`src/rtl/tlbinv_pkg.sv`:
```
package tlbinv_pkg;
    localparam int VPN_W  = 20;
    localparam int SIZE_W = 3;
    localparam int WAYS   = 4;

    typedef logic [VPN_W-1:0] vpn_t;

    typedef enum logic [2:0] {
        BK_SA_MAIN  = 3'd0,
        BK_SA_I     = 3'd1,
        BK_SA_D     = 3'd2,
        BK_VAR_MAIN = 3'd3,
        BK_VAR_I    = 3'd4,
        BK_VAR_D    = 3'd5
    } bank_e;

    typedef struct packed {
        logic all;
        logic sel;
        vpn_t vpn;
    } inv_cmd_t;

    // Big-endian bits 32..51 are LSB-0 bits 31..12; bit 60 -> 3; bit 61 -> 2.
    function automatic inv_cmd_t decode_ea(input logic [63:0] ea);
        inv_cmd_t c;
        c.vpn = ea[31:12];
        c.sel = ea[3];
        c.all = ea[2];
        return c;
    endfunction

    // Size code k drops the low 2k bits of the page number from the compare.
    function automatic vpn_t size_mask(input logic [SIZE_W-1:0] sz);
        vpn_t m;
        m = '1;
        m = m << {sz, 1'b0};
        return m;
    endfunction
endpackage

```
`src/rtl/tlbinv_arb.sv`:
```
module tlbinv_arb (
    input  logic        clk,
    input  logic        rst,
    input  logic        loc_vld,
    input  logic [63:0] loc_ea,
    input  logic        snp_vld,
    input  logic [63:0] snp_ea,
    output logic        go,
    output logic [63:0] ea
);
    logic        hold_vld;
    logic [63:0] hold_ea;

    always_ff @(posedge clk) begin
        if (rst) begin
            hold_vld <= 1'b0;
            hold_ea  <= '0;
        end else begin
            hold_vld <= !hold_vld && loc_vld && snp_vld;
            if (loc_vld && snp_vld) hold_ea <= snp_ea;
        end
    end

    always_comb begin
        go = hold_vld || loc_vld || snp_vld;
        if (hold_vld)     ea = hold_ea;
        else if (loc_vld) ea = loc_ea;
        else              ea = snp_ea;
    end

    // input rule - nothing new arrives while a snoop is held
    p_hold_quiet_r10: assert property (@(posedge clk) disable iff (rst)
        hold_vld |-> (!loc_vld && !snp_vld));
    // a collision leaves the snoop for the next cycle
    p_collide_defer_r10: assert property (@(posedge clk) disable iff (rst)
        (loc_vld && snp_vld && !hold_vld) |=> (go && ea == $past(snp_ea)));
endmodule

```
`src/rtl/tlbinv_sa_bank.sv`:
```
module tlbinv_sa_bank
    import tlbinv_pkg::*;
#(
    parameter int SETS    = 16,
    parameter int BANK_ID = 0,
    parameter int SLOT_W  = 6,
    parameter int OUT_W   = 8
) (
    input  logic              clk,
    input  logic              rst,
    input  logic              wr_en,
    input  logic [2:0]        wr_bank,
    input  logic [SLOT_W-1:0] wr_slot,
    input  logic              wr_valid,
    input  vpn_t              wr_vpn,
    input  logic              go,
    input  logic              inv_all,
    input  vpn_t              inv_vpn,
    output logic [OUT_W-1:0]  clr_cnt
);
    localparam int N  = SETS * WAYS;
    localparam int IW = $clog2(SETS);
    localparam int SW = $clog2(N);

    logic [N-1:0]  vld, vld_n, hit;
    vpn_t          tag [N];
    logic [IW-1:0] idx;
    logic          wr_hit;

    assign idx    = inv_vpn[IW-1:0];
    assign wr_hit = wr_en && (wr_bank == 3'(BANK_ID)) && (32'(wr_slot) < N);

    always_comb begin
        for (int i = 0; i < N; i++) begin
            hit[i] = go && vld[i] &&
                     (inv_all || ((IW'(i / WAYS) == idx) && (tag[i] == inv_vpn)));
        end
        clr_cnt = OUT_W'($countones(hit));
        vld_n   = vld;
        if (wr_hit) vld_n[wr_slot[SW-1:0]] = wr_valid;
        vld_n = vld_n & ~hit;
    end

    always_ff @(posedge clk) begin
        if (rst) vld <= '0;
        else     vld <= vld_n;
    end

    always_ff @(posedge clk) begin
        if (wr_hit) tag[wr_slot[SW-1:0]] <= wr_vpn;
    end

    // invalidate-all empties the bank
    p_all_empties_r3: assert property (@(posedge clk) disable iff (rst)
        (go && inv_all && !wr_en) |=> (vld == '0));

    for (genvar i = 0; i < N; i++) begin : g_chk
        // a matching way in the indexed set is gone afterwards
        p_match_cleared_r4: assert property (@(posedge clk) disable iff (rst)
            (go && !inv_all && !wr_en && vld[i] && tag[i] == inv_vpn &&
             idx == IW'(i / WAYS)) |=> !vld[i]);
        // ways of other sets are untouched by a by-address request
        p_other_set_kept_r5: assert property (@(posedge clk) disable iff (rst)
            (go && !inv_all && !wr_en && vld[i] && idx != IW'(i / WAYS)) |=> vld[i]);
    end
endmodule

```
`src/rtl/tlbinv_var_bank.sv`:
```
module tlbinv_var_bank
    import tlbinv_pkg::*;
#(
    parameter int N       = 16,
    parameter int BANK_ID = 3,
    parameter int SLOT_W  = 6,
    parameter int OUT_W   = 8
) (
    input  logic              clk,
    input  logic              rst,
    input  logic              wr_en,
    input  logic [2:0]        wr_bank,
    input  logic [SLOT_W-1:0] wr_slot,
    input  logic              wr_valid,
    input  vpn_t              wr_vpn,
    input  logic [SIZE_W-1:0] wr_size,
    input  logic              wr_prot,
    input  logic              go,
    input  logic              inv_all,
    input  vpn_t              inv_vpn,
    output logic [OUT_W-1:0]  clr_cnt
);
    localparam int SW = $clog2(N);

    logic [N-1:0]      vld, vld_n, hit, prot;
    vpn_t              tag [N];
    logic [SIZE_W-1:0] sz  [N];
    logic              wr_hit;

    assign wr_hit = wr_en && (wr_bank == 3'(BANK_ID)) && (32'(wr_slot) < N);

    always_comb begin
        for (int i = 0; i < N; i++) begin
            hit[i] = go && vld[i] && !prot[i] &&
                     (inv_all || (((tag[i] ^ inv_vpn) & size_mask(sz[i])) == '0));
        end
        clr_cnt = OUT_W'($countones(hit));
        vld_n   = vld;
        if (wr_hit) vld_n[wr_slot[SW-1:0]] = wr_valid;
        vld_n = vld_n & ~hit;
    end

    always_ff @(posedge clk) begin
        if (rst) vld <= '0;
        else     vld <= vld_n;
    end

    always_ff @(posedge clk) begin
        if (rst) begin
            prot <= '0;
        end else if (wr_hit) begin
            prot[wr_slot[SW-1:0]] <= wr_prot;
        end
    end

    always_ff @(posedge clk) begin
        if (wr_hit) begin
            tag[wr_slot[SW-1:0]] <= wr_vpn;
            sz[wr_slot[SW-1:0]]  <= wr_size;
        end
    end

    for (genvar i = 0; i < N; i++) begin : g_chk
        // protected entries survive any request
        p_prot_kept_r7: assert property (@(posedge clk) disable iff (rst)
            (go && !wr_en && vld[i] && prot[i]) |=> vld[i]);
        // invalidate-all removes every unprotected entry
        p_all_unprot_r3: assert property (@(posedge clk) disable iff (rst)
            (go && inv_all && !wr_en && !prot[i]) |=> !vld[i]);
    end
endmodule

```
`src/rtl/tlbinv_engine.sv`:
```
module tlbinv_engine
    import tlbinv_pkg::*;
#(
    parameter int  SA_SETS    = 16,
    parameter int  L1_SETS    = 4,
    parameter int  FA_N       = 16,
    parameter int  L1_VAR_N   = 8,
    localparam int SLOT_W     = $clog2(SA_SETS * WAYS),
    localparam int TOTAL      = SA_SETS * WAYS + 2 * L1_SETS * WAYS + FA_N + 2 * L1_VAR_N,
    localparam int CNT_W      = $clog2(TOTAL + 1)
) (
    input  logic              clk,
    input  logic              rst,
    input  logic              loc_vld,
    input  logic [63:0]       loc_ea,
    input  logic              snp_vld,
    input  logic [63:0]       snp_ea,
    input  logic              wr_en,
    input  logic [2:0]        wr_bank,
    input  logic [SLOT_W-1:0] wr_slot,
    input  logic              wr_valid,
    input  logic [19:0]       wr_vpn,
    input  logic [2:0]        wr_size,
    input  logic              wr_prot,
    output logic              done,
    output logic [CNT_W-1:0]  clr_count
);
    logic        arb_go;
    logic [63:0] arb_ea;
    inv_cmd_t    cmd;
    logic        sa_go, var_go;
    logic [CNT_W-1:0] bank_cnt [6];
    logic [CNT_W-1:0] total;

    tlbinv_arb u_arb (
        .clk(clk), .rst(rst),
        .loc_vld(loc_vld), .loc_ea(loc_ea),
        .snp_vld(snp_vld), .snp_ea(snp_ea),
        .go(arb_go), .ea(arb_ea)
    );

    assign cmd    = decode_ea(arb_ea);
    assign sa_go  = arb_go && !cmd.sel;
    assign var_go = arb_go &&  cmd.sel;

    for (genvar g = 0; g < 3; g++) begin : g_sa
        tlbinv_sa_bank #(
            .SETS((g == 0) ? SA_SETS : L1_SETS), .BANK_ID(g),
            .SLOT_W(SLOT_W), .OUT_W(CNT_W)
        ) u_bank (
            .clk(clk), .rst(rst),
            .wr_en(wr_en), .wr_bank(wr_bank), .wr_slot(wr_slot),
            .wr_valid(wr_valid), .wr_vpn(wr_vpn),
            .go(sa_go), .inv_all(cmd.all), .inv_vpn(cmd.vpn),
            .clr_cnt(bank_cnt[g])
        );
    end

    for (genvar g = 0; g < 3; g++) begin : g_var
        tlbinv_var_bank #(
            .N((g == 0) ? FA_N : L1_VAR_N), .BANK_ID(3 + g),
            .SLOT_W(SLOT_W), .OUT_W(CNT_W)
        ) u_bank (
            .clk(clk), .rst(rst),
            .wr_en(wr_en), .wr_bank(wr_bank), .wr_slot(wr_slot),
            .wr_valid(wr_valid), .wr_vpn(wr_vpn),
            .wr_size(wr_size), .wr_prot(wr_prot),
            .go(var_go), .inv_all(cmd.all), .inv_vpn(cmd.vpn),
            .clr_cnt(bank_cnt[3 + g])
        );
    end

    always_comb begin
        total = '0;
        for (int b = 0; b < 6; b++) total = total + bank_cnt[b];
    end

    always_ff @(posedge clk) begin
        if (rst) begin
            done      <= 1'b0;
            clr_count <= '0;
        end else begin
            done      <= arb_go;
            clr_count <= arb_go ? total : '0;
        end
    end

    // input rule - loads never share a cycle with a served request
    p_no_load_on_go_r12: assert property (@(posedge clk) disable iff (rst)
        wr_en |-> !arb_go);
    // done follows acceptance by exactly one cycle
    p_done_timing_r9: assert property (@(posedge clk) disable iff (rst)
        arb_go |=> done);
    p_idle_quiet_r9: assert property (@(posedge clk) disable iff (rst)
        !arb_go |=> (!done && clr_count == '0));
    // only the selected group reports cleared entries
    p_group_iso_r2: assert property (@(posedge clk) disable iff (rst)
        sa_go |-> (bank_cnt[3] == '0 && bank_cnt[4] == '0 && bank_cnt[5] == '0));
endmodule

```
`config.mk`:
```
export PLATFORM = sky130hd
export DESIGN_NAME = tlbinv_engine
export DESIGN_NICKNAME = d
export VERILOG_FILES = /design/src/rtl/tlbinv_pkg.sv /design/src/rtl/tlbinv_arb.sv /design/src/rtl/tlbinv_sa_bank.sv /design/src/rtl/tlbinv_var_bank.sv /design/src/rtl/tlbinv_engine.sv
export SDC_FILE = /design/constraint.sdc
export NUM_CORES = 2
export LEC_CHECK = 0
export BUFFER_PORTS_ARGS = -buffer_cell sky130_fd_sc_hd__buf_2
export CAP_MARGIN = 0
export CORE_MARGIN = 1
export CORE_UTILIZATION = 55
export CTS_CLUSTER_SIZE = 20
export DETAILED_ROUTE_END_ITERATION = 8
export GPL_TIMING_DRIVEN = 0
export HOLD_SLACK_MARGIN = 0.12
export MAX_ROUTING_LAYER = met4
export PLACE_DENSITY_LB_ADDON = 0.15
export SLEW_MARGIN = 20
export SYNTH_ARGS = -nofsm -noshare
export SYNTH_HDL_FRONTEND = slang
export SYNTH_HIERARCHICAL = 1
export SYNTH_SLANG_ARGS = --single-unit
export TNS_END_PERCENT = 100
```
`constraint.sdc`:
```
create_clock -name clk -period 16.8 [get_ports clk]
set_clock_uncertainty 0.1 [all_clocks]
set_input_delay 3.36 -clock clk [delete_from_list [all_inputs] [get_ports clk]]
set_output_delay 3.36 -clock clk [all_outputs]
set_load 0.01 [all_outputs]
```
**Word level (Yosys, flattened, before mapping)**

Memory sizes are Yosys's and may differ from the RTL's.
Index checks and enable logic that the tools add are counted.

- $add $sub $neg: 127
- Bitwise gates (word level): 77
- Mux-type cells: 35
- Shifts and indexed selects: 32
- Reductions and logical operators: 603
- Order comparisons: 8
- Eq/ne operators: 119

Operator list:

| kind | count |
|---|---|
| 20-bit equality test | 96 |
| 20-bit AND | 32 |
| 20-bit logical NOT | 32 |
| 20-bit by 4-bit << shifter with 20-bit output, first input constant | 32 |
| 20-bit XOR | 32 |
| 8-bit adder | 63 |
| 1-bit logical AND | 403 |
| 1-bit logical OR | 130 |
| 1-bit by 1-bit adder with 2-bit output | 64 |
| 64-bit AND | 1 |
| 16-bit bitwise mux | 4 |
| 64-bit bitwise mux | 1 |
| 32-bit two-way mux | 2 |
| 64-bit two-way mux | 1 |
| 64-bit inverter | 1 |
| 16-bit AND | 3 |
| 16-bit two-way mux | 3 |
| 16-bit inverter | 3 |
| 1-bit logical NOT | 34 |
| 8-bit bitwise mux | 4 |
| 4-bit equality test, first input constant | 8 |
| 8-bit AND | 2 |
| 3-bit by 4-bit equality test with 1-bit output, first input constant | 4 |
| 8-bit two-way mux | 2 |
| other kinds (25) | 44 |

- Word-level logic and storage cells: 1023
- Bits in writable memories: 2656
- Output and inout port bits: 9
- Bits of input ports: 167
- Register bits after elaboration: 202
- Memories kept: 9

Memories:

| memory | depth | width | read ports | clocked after Yosys merged registers in | wr ports | RTL line | source |
|---|---|---|---|---|---|---|---|
| g_sa[0].u_bank.tag | 64 | 20 | 64 | 0 | 1 | tlbinv_sa_bank.sv:26 | `vpn_t tag [N];` |
| g_sa[1].u_bank.tag | 16 | 20 | 16 | 0 | 1 | tlbinv_sa_bank.sv:26 |  |
| g_sa[2].u_bank.tag | 16 | 20 | 16 | 0 | 1 | tlbinv_sa_bank.sv:26 |  |
| g_var[0].u_bank.tag | 16 | 20 | 16 | 0 | 1 | tlbinv_var_bank.sv:26 | `vpn_t tag [N];` |
| g_var[1].u_bank.tag | 8 | 20 | 8 | 0 | 1 | tlbinv_var_bank.sv:26 |  |
| g_var[2].u_bank.tag | 8 | 20 | 8 | 0 | 1 | tlbinv_var_bank.sv:26 |  |
| +3 memories | n/a | n/a | n/a | n/a | n/a | n/a |  |

**Longest topological paths before layout**

- Depth in word-level cells: 17
- Depth in mapped cells: 45
- Depth with buffers taken out: 40

**Cells and area by module**

Netlist, hierarchy kept.

Modules (own cells, without submodules):

| module | seq. area each (µm²) | instances | cells an instance | area an instance (µm²) |
|---|---|---|---|---|
| tlbinv_sa_bank (g_sa[0].u_bank) | 39718.1 | 1 | 3748 | 58129.5 |
| tlbinv_var_bank (g_var[0].u_bank) | 11691.2 | 1 | 1220 | 17639.4 |
| tlbinv_sa_bank (g_sa[1].u_bank) | 9929.5 | 1 | 936 | 14605.3 |
| tlbinv_sa_bank (g_sa[2].u_bank) | 9929.5 | 1 | 935 | 14570.2 |
| tlbinv_var_bank (g_var[2].u_bank) | 5845.6 | 1 | 615 | 8876.0 |
| tlbinv_var_bank (g_var[1].u_bank) | 5845.6 | 1 | 624 | 8871.0 |
| tlbinv_arb | 1301.2 | 1 | 509 | 4354.2 |
| tlbinv_engine | 180.2 | 1 | 141 | 1273.7 |

**Least setup slack after synthesis**

No wires, ideal clock.

- Kind: input -> register
- From: input port loc_vld
- To: register clr_count[6]
- Path buffers: 6
- Required time: 16581 ps
- Stages: 39
- Arrival: 13556 ps
- Slack: 3024 ps
- Library setup time: 119 ps
- Cell sequence: buf_6 buf_12 buf_12 mux2i_1 o21ai_1 nor2b_1 and2_1 clkbuf_1 clkbuf_1 clkbuf_1 a21oi_1 fa_1 inv_1 fa_1 inv_1 fa_1 fa_1 fa_1 [3 not listed] inv_1 ha_1 fa_1 a21o_1 a21oi_1 xnor2_1 inv_1 fa_1 inv_1 fa_1 inv_1 fa_1 inv_1 ha_1 a21o_1 a21oi_1 xor2_1 nor2_1

RTL lines:

| what | RTL line | source |
|---|---|---|
| start: declaration | tlbinv_engine.sv:14 | `input logic loc_vld,` |
| end signal: assignment | tlbinv_engine.sv:84 | `clr_count <= arb_go ? total : '0;` |
| end: declaration | tlbinv_engine.sv:26 | `output logic [CNT_W-1:0] clr_count` |

==> run_results.csv <==
group,metric,value,unit
layout,area_growth,13.48,%
clock_network,post_cts_resized,0,
global_route,grt_max_degree,72,
setup_path,worstReg2RegEnd,"clr_count[7]",
setup_path,worst-path-max-fanout,10,
die,dieWidth,480.0,um
yosys,synthesis.area,125700,sq um
setup_path,slowest_stage,"buf_2",
clock_network,cts_tree,"yes",
layout,mostFrequentLayoutCell,"edfxtp_1",
clock_network,cts-root-buf,"clkbuf_16",
timing,fin_crit,15.92,ns
min_path,hp-start,"g_var[2].u_bank/prot[2]",
timing,holdWs,0.3711,ns
min_path,hp-class,"register to register",
timing,max_slew_margin,14.54,%
drt,wl,410.5,mm
global_route,grt_pass1_vias,73590,
placed_design,place.gp.congestion,0.9779,
drt,drtAntennaViolNets,0,
clock_network,cts_hold_buf,0,
setup_path,startpoint,"loc_vld",
layout,design_area,142600,sq um
global_route,grt-ovfl-total,0,
setup_path,cp_slowest_stage_delay,0.78,ns
timing,finalMaxSlewViolations,0,
setup_path,critPathMostFrequentCell,"fa_1",
timing,rsz0062_at_grt,"no",
timing,min_period_over_period,94.75,%
drt,drc,0,
drt,wire_per_inst,33.58,um
die,rows,175,
die,num_io_pins,176,
setup_path,arrival,16.60,ns
flow_run,drv_cap,0,
die,die_h,480.0,um
status,status,"completed",
clock_network,clk_latency,0.99,ns
min_path,holdPathEnd,"g_var[2].u_bank/prot[2]",
timing,hold_violations,0,
power,leakagePower,48.62,nW
power,ir_drop,107.0,uV
yosys,synth_area_per_cell,14.93,sq um
setup_path,cp-end-kind,"register",
placed_design,dp_hpwl,256.2,mm
power,power_density,111.1,nW/um^2
die,die_area,230400,sq um
layout,utilization,62.75,%
global_route,grtUsageTotal,36.57,%
timing,max_freq,0.06282,GHz
die,start_util,55.29,%
setup_path,worst_setup_path_start_kind,"input port",
drt,drt_first_pass_iters,7,
drt,vias_per_cell,6.242,
setup_path,r2r_cells,37,
clock_network,clkTransAtPathRegs,0.06,ns
global_route,antenna_found_initial,33,
layout,drive_above_1_share,12.82,%
setup_path,r2r_slack,2.87,ns
die,coreArea,227300,sq um
placed_design,post_dp_cell_area,133000,sq um
setup_path,critPathRequiredTime,17.49,ns
clock_network,clockBufferDepth,4,
timing,worst_pin_slew,1.270,ns
timing,setup_viol,0,
clock_network,cts_max_level,5,
yosys,synth_warnings,6,
drt,num_vias,76290,
global_route,grt_pass1_wl,564.3,mm
setup_path,critical_path_class,"input port to register",
clock_network,cts_buffers,315,
clock_network,post_cts_buffers,0,
layout,nets,9315,
layout,layout_common_cells,"2656 x edfxtp_1, 1790 x xor2_1, 689 x xnor2_1",
min_path,whs_path_depth,2,
setup_path,worstReg2RegStart,"u_arb/hold_vld",
setup_path,path_delay_family,"adder cells",
placed_design,port_buffers,89,
drt,drt_iter0_markers,10690,
yosys,synthCells,8419,
clock_network,cts.sinks,2848,
setup_path,critPathBufInv,12,
## worst register-to-register path: cells and delay by family (launching register included)
kind | cells | cell delay [ns]
and+or+nand+nor | 6 | 2.27
xor gates and xnor gates | 3 | 0.45
buffers and inverters | 10 | 2.25
adders and majority gates | 14 | 6.91
AOI/OAI and AO/OA | 4 | 1.44
DFF | 1 | 0.33
## state kept, by name (all words and copies together), names as in the netlist
signal             count
g_sa.u_bank/vld       96
g_var.u_bank/tag     640
g_sa.u_bank/tag     1920
done                   1
g_var.u_bank/sz       96
g_var.u_bank/vld      32
u_arb/hold_ea         22
clr_count              8
u_arb/hold_vld         1
g_var.u_bank/prot     32
## worst max path at each step
stage,end,slack [ns],cells after the start
after global routing,clr_count[7],0.78,40
after floorplan,clr_count[6],3.08,41
after CTS,clr_count[7],1.09,40
final,clr_count[7],0.88,40
after detailed placement,clr_count[7],0.10,40
after global placement,clr_count[7],-1.80,37
## power by group
part           internal [W]  switching, W
Clock               0.00378       0.00274
Combinational      0.000426       0.00112
Sequential          0.00776    0.00000514
## metrics by stage
step / TNS, ns / worst slack (ns) / power [W] / instances
3_5_place_dp: 0 / 0.1044 / 0.009426 / 11660
3_3_place_gp: -7.996 / -1.803 / 0.009374 / 11530
6_report: 0 / 0.8813 / 0.01584 / 12220
4_1_cts: 0 / 1.092 / 0.01585 / 12200
5_1_grt: 0 / 0.7845 / 0.01618 / 12210
2_1_floorplan: 0 / 3.081 / 0.008669 / 8431
## per-layer routing
layer  track usage (%)  vias to the layer above  wire (um)
met5                 -                        -          0
li1                  -                    31620          -
met3             5.676                      859      42030
met4             15.32                        0      19530
met2             56.76                     4543     191800
met1             48.26                    39270     157100
## cell type report
| class | count | area (sq um) |
|---|---|---|
| fill | 16640 | 84670 |
| sequential | 2848 | 83600 |
| multi-input combinational | 4939 | 39580 |
| clock buffer | 411 | 8446 |
| tap | 3009 | 3765 |
| timing repair buffer | 224 | 2982 |
| buffer | 418 | 2260 |
| clock inverter | 129 | 1087 |
| inverter | 226 | 848.3 |
| antenna | 18 | 45.04 |
No activity file was read; power rests on OpenSTA's default activity.
